[src/rtl/serial_regs_pkg.sv]
package serial_regs_pkg;
  localparam int DW = 8;

  localparam int IDX_MODE = 0;
  localparam int IDX_BAUD = 1;
  localparam int IDX_CTRL = 2;
  localparam int IDX_TXD  = 3;
  localparam int IDX_STAT = 4;
  localparam int IDX_RXD  = 5;
  localparam int IDX_FCTL = 6;
  localparam int IDX_RCNT = 7;
  localparam int IDX_PINS = 8;

  localparam logic [DW-1:0] MODE_MASK = 8'h7B;
  localparam logic [DW-1:0] CTRL_MASK = 8'hFA;
  localparam logic [DW-1:0] PINS_MASK = 8'hF3;
  localparam logic [DW-1:0] STAT_MASK = 8'h73;

  localparam int ST_TEND = 6;
  localparam int ST_TDE  = 5;
  localparam int ST_BRK  = 4;
  localparam int ST_RXF  = 1;
  localparam int ST_DR   = 0;

  localparam int CT_TXEN = 5;
  localparam int CT_RXIE = 6;
  localparam int CT_TXIE = 7;
  localparam int FC_FLUSH = 1;

  localparam logic [DW-1:0] BAUD_RST = 8'hFF;
  localparam logic [DW-1:0] CTRL_RST = 8'h20;
  localparam logic [DW-1:0] STAT_RST = 8'h60;
  localparam logic [DW-1:0] OPEN_BUS = 8'hFF;

  typedef enum logic [3:0] {
    SEL_MODE, SEL_BAUD, SEL_CTRL, SEL_TXD, SEL_STAT,
    SEL_RXD, SEL_FCTL, SEL_RCNT, SEL_PINS, SEL_NONE
  } reg_sel_e;
endpackage

[src/rtl/serial_regs_decode.sv]
module serial_regs_decode
  import serial_regs_pkg::*;
#(
  parameter int ADDR_W = 6
) (
  input  logic [ADDR_W-1:0] addr,
  output reg_sel_e          sel
);
  localparam int WW = ADDR_W - 2;

  logic [WW-1:0] word;
  assign word = addr[ADDR_W-1:2];

  always_comb begin
    sel = SEL_NONE;
    if (addr[1:0] == 2'b00) begin
      if      (word == WW'(IDX_MODE)) sel = SEL_MODE;
      else if (word == WW'(IDX_BAUD)) sel = SEL_BAUD;
      else if (word == WW'(IDX_CTRL)) sel = SEL_CTRL;
      else if (word == WW'(IDX_TXD))  sel = SEL_TXD;
      else if (word == WW'(IDX_STAT)) sel = SEL_STAT;
      else if (word == WW'(IDX_RXD))  sel = SEL_RXD;
      else if (word == WW'(IDX_FCTL)) sel = SEL_FCTL;
      else if (word == WW'(IDX_RCNT)) sel = SEL_RCNT;
      else if (word == WW'(IDX_PINS)) sel = SEL_PINS;
    end
  end
endmodule

[src/rtl/serial_regs_cfg.sv]
module serial_regs_cfg
  import serial_regs_pkg::*;
(
  input  logic          clk,
  input  logic          rst,
  input  logic          wr,
  input  reg_sel_e      sel,
  input  logic [DW-1:0] wdata,
  output logic [DW-1:0] mode_q,
  output logic [DW-1:0] baud_q,
  output logic [DW-1:0] ctrl_q,
  output logic [DW-1:0] fctl_q,
  output logic [DW-1:0] pins_q
);
  always_ff @(posedge clk) begin
    if (rst) begin
      mode_q <= '0;
      baud_q <= BAUD_RST;
      ctrl_q <= CTRL_RST;
      fctl_q <= '0;
      pins_q <= '0;
    end else if (wr) begin
      case (sel)
        SEL_MODE: mode_q <= wdata & MODE_MASK;
        SEL_BAUD: baud_q <= wdata;
        SEL_CTRL: ctrl_q <= wdata & CTRL_MASK;
        SEL_FCTL: fctl_q <= wdata;
        SEL_PINS: pins_q <= wdata & PINS_MASK;
        default: ;
      endcase
    end
  end


  pins_hold_chk: assert property (@(posedge clk) disable iff (rst)
    !(wr && sel == SEL_PINS) |=> $stable(pins_q));


  mode_hold_chk: assert property (@(posedge clk) disable iff (rst)
    !(wr && sel == SEL_MODE) |=> $stable(mode_q));
endmodule

[src/rtl/serial_regs_status.sv]
module serial_regs_status
  import serial_regs_pkg::*;
(
  input  logic          clk,
  input  logic          rst,
  input  logic          wr,
  input  logic          rd,
  input  reg_sel_e      sel,
  input  logic [DW-1:0] wdata,
  input  logic          tx_en,
  input  logic          set_brk,
  input  logic          set_rxf,
  input  logic          set_dr,
  output logic [DW-1:0] stat_q
);
  logic [DW-1:0] nxt;

  always_comb begin
    nxt = stat_q;
    if (wr) begin
      case (sel)
        SEL_STAT: nxt = stat_q & (wdata | ~STAT_MASK);
        SEL_CTRL: if (!wdata[CT_TXEN]) nxt[ST_TEND] = 1'b1;
        SEL_TXD:  nxt[ST_TDE] = 1'b0;
        SEL_FCTL: if (wdata[FC_FLUSH]) nxt[ST_RXF] = 1'b0;
        default: ;
      endcase
    end else if (rd && sel == SEL_STAT && tx_en) begin
      nxt[ST_TEND] = 1'b1;
      nxt[ST_TDE]  = 1'b1;
    end
    if (set_brk) nxt[ST_BRK] = 1'b1;
    if (set_rxf) nxt[ST_RXF] = 1'b1;
    if (set_dr)  nxt[ST_DR]  = 1'b1;
  end

  always_ff @(posedge clk) begin
    if (rst) stat_q <= STAT_RST;
    else     stat_q <= nxt & STAT_MASK;
  end


  tde_clear_chk: assert property (@(posedge clk) disable iff (rst)
    (wr && sel == SEL_TXD) |=> !stat_q[ST_TDE]);


  tend_set_chk: assert property (@(posedge clk) disable iff (rst)
    (wr && sel == SEL_CTRL && !wdata[CT_TXEN]) |=> stat_q[ST_TEND]);


  tend_w0_chk: assert property (@(posedge clk) disable iff (rst)
    (wr && sel == SEL_STAT && !wdata[ST_TEND]) |=> !stat_q[ST_TEND]);


  flush_rxf_chk: assert property (@(posedge clk) disable iff (rst)
    (wr && sel == SEL_FCTL && wdata[FC_FLUSH] && !set_rxf) |=> !stat_q[ST_RXF]);


  rxf_set_chk: assert property (@(posedge clk) disable iff (rst)
    set_rxf |=> stat_q[ST_RXF]);


  rd_side_chk: assert property (@(posedge clk) disable iff (rst)
    (!wr && rd && sel == SEL_STAT && tx_en) |=> (stat_q[ST_TEND] && stat_q[ST_TDE]));
endmodule

[src/rtl/serial_regs.sv]
module serial_regs
  import serial_regs_pkg::*;
#(
  parameter int ADDR_W     = 6,
  parameter int FIFO_DEPTH = 16,
  localparam int CNT_W     = $clog2(FIFO_DEPTH + 1)
) (
  input  logic              clk,
  input  logic              rst,
  input  logic              bus_wr,
  input  logic              bus_rd,
  input  logic [ADDR_W-1:0] bus_addr,
  input  logic [7:0]        bus_wdata,
  output logic [7:0]        bus_rdata,
  input  logic [CNT_W-1:0]  rx_level,
  input  logic [7:0]        rx_byte,
  input  logic              ev_break,
  input  logic              ev_rx_full,
  input  logic              ev_rx_ready,
  output logic [7:0]        mode_o,
  output logic [7:0]        baud_o,
  output logic [7:0]        ctrl_o,
  output logic [7:0]        fifo_ctrl_o,
  output logic [7:0]        pins_o,
  output logic [7:0]        status_o,
  output logic              tx_irq,
  output logic              rx_irq_clr,
  output logic              tx_push,
  output logic [7:0]        tx_byte,
  output logic              rx_pop,
  output logic              rx_flush
);
  reg_sel_e      sel;
  logic          rd_only;
  logic [DW-1:0] rd_mux;

  assign rd_only = bus_rd && !bus_wr;

  serial_regs_decode #(.ADDR_W(ADDR_W)) u_dec (
    .addr (bus_addr),
    .sel  (sel)
  );

  serial_regs_cfg u_cfg (
    .clk    (clk),
    .rst    (rst),
    .wr     (bus_wr),
    .sel    (sel),
    .wdata  (bus_wdata),
    .mode_q (mode_o),
    .baud_q (baud_o),
    .ctrl_q (ctrl_o),
    .fctl_q (fifo_ctrl_o),
    .pins_q (pins_o)
  );

  serial_regs_status u_stat (
    .clk     (clk),
    .rst     (rst),
    .wr      (bus_wr),
    .rd      (rd_only),
    .sel     (sel),
    .wdata   (bus_wdata),
    .tx_en   (ctrl_o[CT_TXEN]),
    .set_brk (ev_break),
    .set_rxf (ev_rx_full),
    .set_dr  (ev_rx_ready),
    .stat_q  (status_o)
  );

  always_comb begin
    case (sel)
      SEL_MODE: rd_mux = mode_o;
      SEL_BAUD: rd_mux = baud_o;
      SEL_CTRL: rd_mux = ctrl_o;
      SEL_STAT: rd_mux = status_o;
      SEL_RXD:  rd_mux = rx_byte;
      SEL_FCTL: rd_mux = fifo_ctrl_o;
      SEL_RCNT: rd_mux = DW'(rx_level);
      SEL_PINS: rd_mux = pins_o;
      default:  rd_mux = OPEN_BUS;
    endcase
  end

  always_ff @(posedge clk) begin
    if (rst) begin
      bus_rdata  <= '0;
      tx_irq     <= 1'b0;
      rx_irq_clr <= 1'b0;
      tx_push    <= 1'b0;
      tx_byte    <= '0;
      rx_pop     <= 1'b0;
      rx_flush   <= 1'b0;
    end else begin
      if (rd_only) bus_rdata <= rd_mux;
      if (bus_wr && sel == SEL_CTRL) tx_irq <= bus_wdata[CT_TXIE];
      rx_irq_clr <= bus_wr &&
                    ((sel == SEL_STAT && !(bus_wdata[ST_RXF] && bus_wdata[ST_DR])) ||
                     (sel == SEL_CTRL && !bus_wdata[CT_RXIE]));
      tx_push <= bus_wr && sel == SEL_TXD;
      if (bus_wr && sel == SEL_TXD) tx_byte <= bus_wdata;
      rx_pop   <= rd_only && sel == SEL_RXD;
      rx_flush <= bus_wr && sel == SEL_FCTL && bus_wdata[FC_FLUSH];
    end
  end


  tx_irq_track_chk: assert property (@(posedge clk) disable iff (rst)
    tx_irq == ctrl_o[CT_TXIE]);


  irq_clr_src_chk: assert property (@(posedge clk) disable iff (rst)
    rx_irq_clr |-> $past(bus_wr));


  pop_src_chk: assert property (@(posedge clk) disable iff (rst)
    rx_pop |-> $past(bus_rd && !bus_wr));


  strobe_excl_chk: assert property (@(posedge clk) disable iff (rst)
    $onehot0({tx_push, rx_pop, rx_flush}));


  rdata_hold_chk: assert property (@(posedge clk) disable iff (rst)
    !rd_only |=> $stable(bus_rdata));
endmodule

[config.mk]
export PLATFORM = sky130hd
export DESIGN_NAME = serial_regs
export DESIGN_NICKNAME = d
export VERILOG_FILES = /design/src/rtl/serial_regs_pkg.sv /design/src/rtl/serial_regs_decode.sv /design/src/rtl/serial_regs_cfg.sv /design/src/rtl/serial_regs_status.sv /design/src/rtl/serial_regs.sv
export SDC_FILE = /design/constraint.sdc
export NUM_CORES = 1
export LEC_CHECK = 0
export CAP_MARGIN = 20
export CORE_MARGIN = 4
export CORE_UTILIZATION = 40
export CTS_CLUSTER_DIAMETER = 50
export DETAILED_ROUTE_END_ITERATION = 16
export PLACE_DENSITY = 0.75
export SETUP_SLACK_MARGIN = 0.4
export SLEW_MARGIN = 40
export SYNTH_ARGS = -nofsm -noshare
export SYNTH_HDL_FRONTEND = slang
export SYNTH_SLANG_ARGS = --single-unit
[constraint.sdc]
create_clock -name clk -period 1.95 [get_ports clk]
set_clock_uncertainty 0.2 [all_clocks]
set_input_delay 0.2925 -clock clk [delete_from_list [all_inputs] [get_ports clk]]
set_output_delay 0.2925 -clock clk [all_outputs]
set_load 0.1 [all_outputs]
==> results.cfg <==
[status]
run_status = finished clean

[logic_synthesis]
synth_flop_cell = dfxtp_1
netlist_area_um2 = 2721
synthTopCellsByArea = dfxtp_1, mux2i_1, a21oi_1
synth-seq-cells = 59
yosysSeqAreaShare = 0.4340
synth_top_area_frac = 0.4340
yosys_warnings = 0
synth_cells = 315
ys_types = 44
synth_top_area_cell = dfxtp_1
syn_avg_cell_area_um2 = 8.639
synth-edff-count = 0
synth-async-reset-ratio = 0

[routing]
wl_per_cell_um = 20.83
vias = 3223
drt_pass1_iterations = 8
drt_drc_violations_left = 0
viasPerCell = 6.024
ant_nets = 0
first_iter_violations = 348
wirelength_um = 11150

[cells_and_area]
syn_to_final_growth_pct = 91.03
multi_input_area_um2 = 1539
final-seq-area_um2 = 1199
mostFrequentLayoutCell = buf_12
layout_common_cells = buf_12, dfxtp_1, buf_4
fin_area_um2 = 5199
fin_nets = 487
nFillCells = 377
drive_gt1_frac = 0.4258
antenna_cells = 0

[place]
placed_area_um2 = 4656
dp_hpwl_um = 7619
dp_slack_ns = -0.4888
port_buffers = 93
routabilityCongestion = 0.9375

[worst_setup_path]
cp_slowest_cell = or4_4
rrSetupSlack_ns = 0.43
timing_worst_setup_path_type = in -> reg
worst-path-max-fanout = 5
end_kind = register
arrival_ns = 1.69
start_kind = input port
required_ns = 2.02
cp_slowest_stage_delay_ns = 0.57
cpMostUsedCell = buf_6
crit_chain = buf_6, or4_4, nor3_4, buf_6, buf_4, nand3_1, a21oi_1

[floorplan]
die_area_um2 = 8187
num_rows = 29
core_area_um2 = 6495
fp.dieH_um = 90.48
die_w_um = 90.48
top_level_ports = 103
start_util = 0.4190

[sta]
finalWorstSetupSlack_ns = 0.3307
setup_viol = 0
tns_ns = 0
hold_viol = 0
slew_violations = 0
fin_crit_sh = 0.8304
max_freq_mhz = 617.5
rsz0062_at_grt = true
finalCriticalPeriod_ns = 1.619

[grt]
grt-ovfl-total = 0
grt_pass1_wl_um = 17310
antenna_found_initial = 0
grt_pass1_vias = 3157
grtUsageTotal = 0.2671
grt_start_max_net_pins = 23

[clocking]
insertion_delay_ns = 0.34
root_buffer = clkbuf_8
clock_path_buffers = 2
path_clk_slew_ns = 0.07
cts_made_buffers = 9
cts-htree-levels = 3
clock_sinks = 59
cts_tree = done

[worst_hold_path]
hold_class = in -> reg

[flow_run]
maxCapViolCount = 0

[pwr]
powerDensity_nw_per_um2 = 610.5
power_mw = 3.174
peakVddDrop_mv = 0.6133
p_leak_nw = 2.190
[critical path, delay by kind of cell]
kind	cells	cell delay (ns)
AO/OA/AOI/OAI	1	0.13
buffers and inverters	3	0.39
AND/OR/NAND/NOR	3	0.87
[Yosys cell counts (2+ instances only)]
cell type,instances
mux2i_1,17
a21oi_1,31
o21ai_0,5
nor2_1,27
a311oi_1,4
a22o_1,4
nor3_1,4
nor2b_1,4
nor3b_1,2
a22oi_1,6
a211oi_1,5
dfxtp_1,59
inv_1,2
and3_1,12
a221oi_1,2
buf_2,9
nand2_1,34
nand3_1,23
buf_4,12
a222oi_1,2
nand4_1,3
clkbuf_1,14
a211o_1,9
nand2b_1,2
and3b_1,3
or3_1,2
[metal layers]
layer	track usage	vias up	wire length (µm)
li1	-	1402	-
met1	0.3278	1553	4333
met2	0.4503	228	5455
met3	0.06917	40	1008
met4	0.09439	0	347
met5	0	-	0
[flip-flops by register name, summed over array words and instances (netlist names), 5 cells and up]
register / flops
u_cfg.ctrl_q: 5
u_cfg.mode_q: 6
u_cfg.pins_q: 6
u_cfg.baud_q: 8
tx_byte: 8
u_stat.stat_q: 5
bus_rdata: 8
u_cfg.fctl_q: 8
[final cells by class]
| type | count | area share |
|---|---|---|
| repair buffers | 156 | 0.4096 |
| multi-input cells | 225 | 0.2960 |
| flip-flops and latches | 59 | 0.2306 |
| clock buffers | 12 | 0.02984 |
| well taps | 77 | 0.01853 |
| clock inverters | 4 | 0.01396 |
| inverters | 2 | 0.001444 |
[report_power, final]
part / leakage [nW] / switching (mW) / internal, mW / total, mW
Clock: 0.113 / 0.491 / 0.787 / 1.28
Sequential: 0.483 / 0.0266 / 1.23 / 1.25
Combinational: 1.60 / 0.398 / 0.243 / 0.642
[cells by family after synthesis]
kind of cell           after synthesis  share of synthesized area
AO/OA/AOI/OAI                       75                     0.1885
AND/OR/NAND/NOR                    122                     0.2248
multiplexers                        18                    0.07080
XOR/XNOR                             1                   0.003219
flip-flops                          59                     0.4340
buffers and inverters               39                    0.07724
other                                1                   0.001378
[timing repair]
| action | CTS | global route |
|---|---|---|
| endpoints found under the setup margin | 59 | 40 |
| setup buffers | 6 | 4 |
| cloned | 1 | 0 |
| pin swaps | 14 | 15 |
| gates resized for setup | 52 | 28 |
| hold buffers | 0 | 0 |
[per-stage QoR]
stage | hold slack, ns | utilization | std cells
3_3_place_gp | 0.2763 | 0.7168 | 508
2_1_floorplan | 0.2098 | - | 323
4_1_cts | 0.1818 | 0.7762 | 531
6_report | 0.1929 | 0.8004 | 535
3_5_place_dp | 0.2809 | 0.7168 | 508
5_1_grt | 0.2023 | 0.8004 | 535
[final timing paths]
path | to | from | depth (start not counted)
max | u_cfg.mode_q[4] | bus_addr[0] | 7
min | u_cfg.fctl_q[5] | rst | 2
max reg2reg | bus_rdata[1] | u_cfg.fctl_q[1] | 3
min reg2reg | u_cfg.fctl_q[2] | u_cfg.fctl_q[2] | 2
No activity file was read; power rests on OpenSTA's default activity.
